## src/rtl/twi_pkg.sv

```systemverilog
package twi_pkg;
  typedef enum logic [2:0] {
    ST_IDLE,  // bus free or not addressed yet
    ST_RX,    // shifting in a byte from the controller
    ST_ACK,   // pulling data low during the ninth clock
    ST_TX,    // shifting out a read byte
    ST_MACK,  // sampling the controller's acknowledge
    ST_SKIP   // silent until next start or stop
  } twi_state_e;

  typedef enum logic [1:0] {
    RX_DEV,   // target address plus direction
    RX_REG,   // register index
    RX_DATA   // write payload
  } rx_kind_e;
endpackage

```

## src/rtl/twi_line_sync.sv

```systemverilog
module twi_line_sync #(
  parameter int W      = 2,
  parameter int STAGES = 2
) (
  input  logic         clk,
  input  logic         rst_n,
  input  logic [W-1:0] raw,
  output logic [W-1:0] lvl,
  output logic [W-1:0] rise,
  output logic [W-1:0] fall
);
  logic [W-1:0] prev;

  for (genvar g = 0; g < W; g++) begin : g_line
    logic [STAGES-1:0] chain;
    always_ff @(posedge clk or negedge rst_n) begin
      if (!rst_n) chain <= '1;
      else        chain <= {chain[STAGES-2:0], raw[g]};
    end
    assign lvl[g] = chain[STAGES-1];
  end

  always_ff @(posedge clk or negedge rst_n) begin
    if (!rst_n) prev <= '1;
    else        prev <= lvl;
  end

  assign rise = lvl & ~prev;
  assign fall = ~lvl & prev;
endmodule

```

## src/rtl/twi_regfile.sv

```systemverilog
module twi_regfile #(
  parameter int          AW      = 8,
  parameter int          DW      = 8,
  parameter logic [DW-1:0] DEF_XOR = 8'h5A
) (
  input  logic          clk,
  input  logic          rst_n,
  input  logic          wr_en,
  input  logic [AW-1:0] wr_addr,
  input  logic [DW-1:0] wr_data,
  input  logic [AW-1:0] rd_addr_a,
  output logic [DW-1:0] rd_data_a,
  input  logic [AW-1:0] rd_addr_b,
  output logic [DW-1:0] rd_data_b
);
  localparam int DEPTH = 1 << AW;

  logic [DW-1:0] mem [DEPTH];

  always_ff @(posedge clk or negedge rst_n) begin
    if (!rst_n) begin
      for (int i = 0; i < DEPTH; i++) mem[i] <= DW'(i) ^ DEF_XOR;
    end else if (wr_en) begin
      mem[wr_addr] <= wr_data;
    end
  end

  assign rd_data_a = mem[rd_addr_a];
  assign rd_data_b = mem[rd_addr_b];
endmodule

```

## src/rtl/twi_regfile_slave.sv

```systemverilog
module twi_regfile_slave
  import twi_pkg::*;
#(
  parameter logic [6:0] DEV_ADDR    = 7'h69,
  parameter int         AW          = 8,
  parameter logic [7:0] DEF_XOR     = 8'h5A,
  parameter int         SYNC_STAGES = 2
) (
  input  logic          clk,
  input  logic          rst_n,
  input  logic          scl_in,
  input  logic          sda_in,
  output logic          sda_oe,
  input  logic [AW-1:0] cfg_addr,
  output logic [7:0]    cfg_data
);
  localparam int DW     = 8;
  localparam int CNT_W  = $clog2(DW + 1);
  localparam logic [CNT_W-1:0] FULL = CNT_W'(DW);

  logic scl_s, sda_s, scl_rise, scl_fall, sda_rise, sda_fall;
  logic [1:0] lvl, rise, fall;

  twi_line_sync #(.W(2), .STAGES(SYNC_STAGES)) u_sync (
    .clk(clk), .rst_n(rst_n), .raw({scl_in, sda_in}),
    .lvl(lvl), .rise(rise), .fall(fall)
  );
  assign {scl_s, sda_s}       = lvl;
  assign {scl_rise, sda_rise} = rise;
  assign {scl_fall, sda_fall} = fall;

  logic start_ev, stop_ev;
  assign start_ev = sda_fall & scl_s;
  assign stop_ev  = sda_rise & scl_s;

  twi_state_e        state;
  rx_kind_e          kind;
  logic [CNT_W-1:0]  cnt;
  logic [DW-1:0]     shreg, txsh, rd_byte;
  logic [AW-1:0]     ptr;
  logic              rw, mack, oe_q;
  logic              wr_en, rd_load, quiet;

  assign quiet   = !start_ev && !stop_ev;
  assign wr_en   = quiet && state == ST_RX && kind == RX_DATA && scl_fall && cnt == FULL;
  assign rd_load = quiet && scl_fall &&
                   ((state == ST_ACK && kind == RX_DEV && rw) || (state == ST_MACK && mack));

  twi_regfile #(.AW(AW), .DW(DW), .DEF_XOR(DEF_XOR)) u_regs (
    .clk(clk), .rst_n(rst_n),
    .wr_en(wr_en), .wr_addr(ptr), .wr_data(shreg),
    .rd_addr_a(ptr), .rd_data_a(rd_byte),
    .rd_addr_b(cfg_addr), .rd_data_b(cfg_data)
  );

  always_ff @(posedge clk or negedge rst_n) begin
    if (!rst_n) begin
      state <= ST_IDLE; kind <= RX_DEV; cnt <= '0; shreg <= '0; txsh <= '0;
      ptr <= '0; rw <= 1'b0; mack <= 1'b0; oe_q <= 1'b0;
    end else if (start_ev) begin
      state <= ST_RX; kind <= RX_DEV; cnt <= '0; oe_q <= 1'b0;
    end else if (stop_ev) begin
      state <= ST_IDLE; oe_q <= 1'b0;
    end else if (rd_load) begin
      txsh  <= {rd_byte[DW-2:0], 1'b0};
      oe_q  <= ~rd_byte[DW-1];
      ptr   <= ptr + 1'b1;
      cnt   <= '0;
      state <= ST_TX;
    end else begin
      case (state)
        ST_RX: begin
          if (scl_rise) begin
            shreg <= {shreg[DW-2:0], sda_s};
            cnt   <= cnt + 1'b1;
          end else if (scl_fall && cnt == FULL) begin
            cnt <= '0;
            case (kind)
              RX_DEV: begin
                if (shreg[DW-1:1] == DEV_ADDR) begin
                  rw <= shreg[0]; oe_q <= 1'b1; state <= ST_ACK;
                end else begin
                  state <= ST_SKIP;
                end
              end
              RX_REG: begin
                ptr <= shreg[AW-1:0]; oe_q <= 1'b1; state <= ST_ACK;
              end
              default: begin
                ptr <= ptr + 1'b1; oe_q <= 1'b1; state <= ST_ACK;
              end
            endcase
          end
        end
        ST_ACK: begin
          if (scl_fall) begin
            oe_q  <= 1'b0;
            state <= ST_RX;
            kind  <= (kind == RX_DEV) ? RX_REG : RX_DATA;
          end
        end
        ST_TX: begin
          if (scl_rise) begin
            cnt <= cnt + 1'b1;
          end else if (scl_fall) begin
            if (cnt == FULL) begin
              oe_q <= 1'b0; state <= ST_MACK;
            end else begin
              oe_q <= ~txsh[DW-1];
              txsh <= {txsh[DW-2:0], 1'b0};
            end
          end
        end
        ST_MACK: begin
          if (scl_rise) mack <= ~sda_s;
          else if (scl_fall) state <= ST_SKIP;
        end
        default: ;
      endcase
    end
  end

  assign sda_oe = oe_q;
endmodule

```

## config.mk

```make
export PLATFORM = sky130hd
export DESIGN_NAME = twi_regfile_slave
export DESIGN_NICKNAME = d
export VERILOG_FILES = /design/src/rtl/twi_pkg.sv /design/src/rtl/twi_line_sync.sv /design/src/rtl/twi_regfile.sv /design/src/rtl/twi_regfile_slave.sv
export SDC_FILE = /design/constraint.sdc
export NUM_CORES = 2
export LEC_CHECK = 0
export BUFFER_PORTS_ARGS = -buffer_cell sky130_fd_sc_hd__buf_2
export CORE_UTILIZATION = 35
export CTS_CLUSTER_DIAMETER = 120
export DETAILED_ROUTE_END_ITERATION = 8
export PLACE_DENSITY = 0.59
export REMOVE_ABC_BUFFERS = 1
export SETUP_SLACK_MARGIN = 0.5
export SYNTH_ARGS = -nofsm -noshare
export SYNTH_HDL_FRONTEND = slang
export SYNTH_SLANG_ARGS = --single-unit
```

## constraint.sdc

```tcl
create_clock -name clk -period 3.35 [get_ports clk]
set_clock_uncertainty 0.15 [all_clocks]
set_input_delay 0.5025 -clock clk [delete_from_list [all_inputs] [get_ports clk]]
set_output_delay 0.5025 -clock clk [all_outputs]
set_load 0.01 [all_outputs]
```

==> out/metrics.cfg <==
[floorplanning]
ioPinCount=21
core_area_mm2=0.3181
chipWidth_um=567.5
rows=207
start_util_pct=35.19
die-area_mm2=0.3221
die_h_um=567.5

[power]
power_density_mw_per_mm2=404.3
peakVddDrop_mv=0.8329
power_mw=57.58
p_leak_nw=60.85

[clock_network]
h-tree-depth=4
cts_root_buffer=clkbuf_16
cts_made_buffers=235
path_clk_slew_ns=0.06
clock_latency_ns=0.98
cts_buffer_depth=4
clock_sinks=2089
cts_tree=yes

[synthesis]
synth.distinct_cells=66
synth_area_mm2=0.1119
ys_top_cells_by_count=mux2_2 (1,680), mux4_2 (1,211), dfrtp_1 (1,059), dfstp_2 (1,030), nand2_1 (522)
synth_top_area_cell=mux4_2
synth_fa_ha_area_share_pct=0.06707
ys.flop_type=dfrtp_1
synth_compound_area_share_pct=3.012
yosysWarningCount=0
async_reset_ff_share_pct=100.0
synth_area_leaders=mux4_2 (24%), dfstp_2 (24%), dfrtp_1 (24%)
synth-simple-area-share_pct=3.339
synth_edf_count=0
synthXorXnorAreaFrac_pct=0.007825
yosysMostFrequentCell=mux2_2
syn_area_per_cell_um2=15.46
ys_seq_area_share_pct=47.86
synth_top_area_share_pct=24.37
synth_top_family_by_area=multiplexers
synth_seq_cells=2089
synthCells=7238
muxShareOfSynthArea_pct=43.24

[hold_path]
hold_path_startpoint=sda_in
hold_class=in -> reg

[place]
dp_hpwl_mm=282.1
dpl.cell_count=12187
gp_congestion=0.9382
dpl_cell_area_mm2=0.1276
port_buffers=20

[layout]
syn_to_final_growth_pct=27.23
fin_nets=8499
finalNonFillerCells=12876
n_fill_cell=27749
final_cell_area_mm2=0.1424
drive_above_1_share_pct=73.27

[route]
vias_per_cell=6.013
drt_iter0_markers=8761
ant_nets=0
totalWireLength_mm=419.0
wire_per_inst_um=32.54
drc_errors=0
via_count=77428
drtPass1Iterations=8

[global_routing]
grt.overflow.total=0
grt_pass1_wl_mm=594.4
grt_pass1_vias=78534
grt_max_degree=195
antenna_found_initial=28
grt_usage_pct=25.43

[setup_path]
worst-path-buf-inv=2
critPathMaxFanout=3
critPathSlowestCell=or4_4
critical_path.cell_chain=mux4_2 > mux4_2 > a22oi_1 > a21oi_1 > or4_4 > buf_6 > buf_6
end_kind=primary output
cp.required_ns=2.70
worstSetupPathType=reg -> out
crit_family=multiplexers
cp-start-kind=register
cp_slowest_stage_delay_ns=0.66
worstPathArrival_ns=3.85
r2r_start=ptr[0]$_DFFE_PN0P_
startpoint=u_regs.mem[226]$_DFFE_PN0P_

[outcome]
status=complete, but fails checks
violations=negative setup slack

[sta]
setup_viol_count_final=16
maxSlewHeadroom_pct=13.37
rsz0062_at_grt=yes
worst_slew_pin_slew_ns=1.300
whs_ns=0.1253
setup_tns_ns=-9.132
hold_violations=0
finalMaxSlewViolations=0
post-route-min-period_ns=4.503
period_share_pct=134.4
fmax_ghz=0.2221
setup_ws_ns=-1.153

[flow_run]
drv_cap=0

==> state kept, by name, summed over array words and instances (netlist names), 2 cells and up <==
name                 flops
cnt                      4
kind                     2
ptr                      8
shreg                    8
state                    3
txsh                     7
u_regs.mem            2048
u_sync.g_line.chain      4
u_sync.prev              2
==> layer usage <==
metal	track usage, %	vias to the layer above	wire (µm)
met4	10.45	16	19060
met2	38.70	3587	191100
met1	34.75	42173	170300
li1	-	30859	-
met3	6.215	793	38430
met5	0	-	161
==> cells by family after synthesis <==
logic type / count (synthesis)
AND/OR/NAND/NOR: 824
AO/OA/AOI/OAI: 566
buffers and inverters: 657
adder cells (fa/ha/maj): 6
XOR/XNOR: 1
flip-flops: 2089
multiplexers: 3095
==> report_power, final <==
part | leakage [nW] | internal (mW) | switching, mW
logic | 31.4 | 0.913 | 3.47
registers | 25.4 | 25.3 | 0.0462
clock network | 4.06 | 16.3 | 11.5
total | 60.8 | 42.5 | 15.0
==> through the flow <==
stage	setup WS [ns]	util, %
finish	-1.153	44.77
global route	-1.185	44.77
CTS	-1.166	43.75
detailed placement	-1.485	40.11
global placement	-1.486	40.11
floorplan	-22.99	-
==> cells in the final DEF, fill, tap and decap left out, types with 16 or more instances in the layout <==
| master | n |
|---|---|
| a22oi_1 | 70 |
| nand2_2 | 75 |
| mux2_4 | 76 |
| clkbuf_8 | 40 |
| nand3_1 | 27 |
| dfstp_2 | 1030 |
| and3_4 | 16 |
| buf_8 | 44 |
| buf_4 | 1198 |
| a21oi_1 | 54 |
| a21oi_2 | 18 |
| nand2_8 | 70 |
| mux2_1 | 129 |
| a22oi_2 | 40 |
| buf_2 | 21 |
| nand2_4 | 65 |
| mux4_2 | 1211 |
| clkbuf_1 | 49 |
| mux2_2 | 1607 |
| nor2_1 | 44 |
| bufinv_16 | 31 |
| clkinv_2 | 65 |
| dfrtp_1 | 1046 |
| nand2_1 | 409 |
| buf_6 | 89 |
| buf_16 | 29 |
| o21ai_0 | 279 |
| mux2i_1 | 65 |
| clkbuf_16 | 243 |
| buf_12 | 244 |
==> final cells by class <==
cell class	count	area (µm²)	area share [%]
Tap cell	4180	5230	3.673
Antenna cell	8	20.02	0.01406
Inverter	16	80.08	0.05623
Clock inverter	119	1567	1.100
Timing Repair Buffer	1639	16730	11.75
Clock buffer	325	6640	4.663
Multi-Input combinational cell	4500	58530	41.10
Sequential cell	2089	53610	37.64
==> worst paths after layout <==
check,end,slack (ns),cells past startpoint
worst max-delay path,cfg_data[2],-1.15,7
worst min-delay path,u_sync.g_line[0].chain[0]$_DFF_PN1_,0.13,2
worst max register to register,txsh[7]$_DFFE_PN0P_,-0.13,11
worst min register to register,u_sync.g_line[1].chain[1]$_DFF_PN1_,0.21,0
max in group asynchronous,u_regs.mem[1132]$_DFFE_PN0P_,1.60,3
min in group asynchronous,u_regs.mem[1111]$_DFFE_PN0P_,0.27,3
==> what timing repair did <==
item,in CTS,in global routing
endpoints found under the hold margin,723,0
gates resized for setup,483,399
buffers inserted,79,110
pin swaps,55,56
cloned,22,22
setup endpoints to repair,1729,757
hold buffers,4,0
No activity file was read; power rests on OpenSTA's default activity.
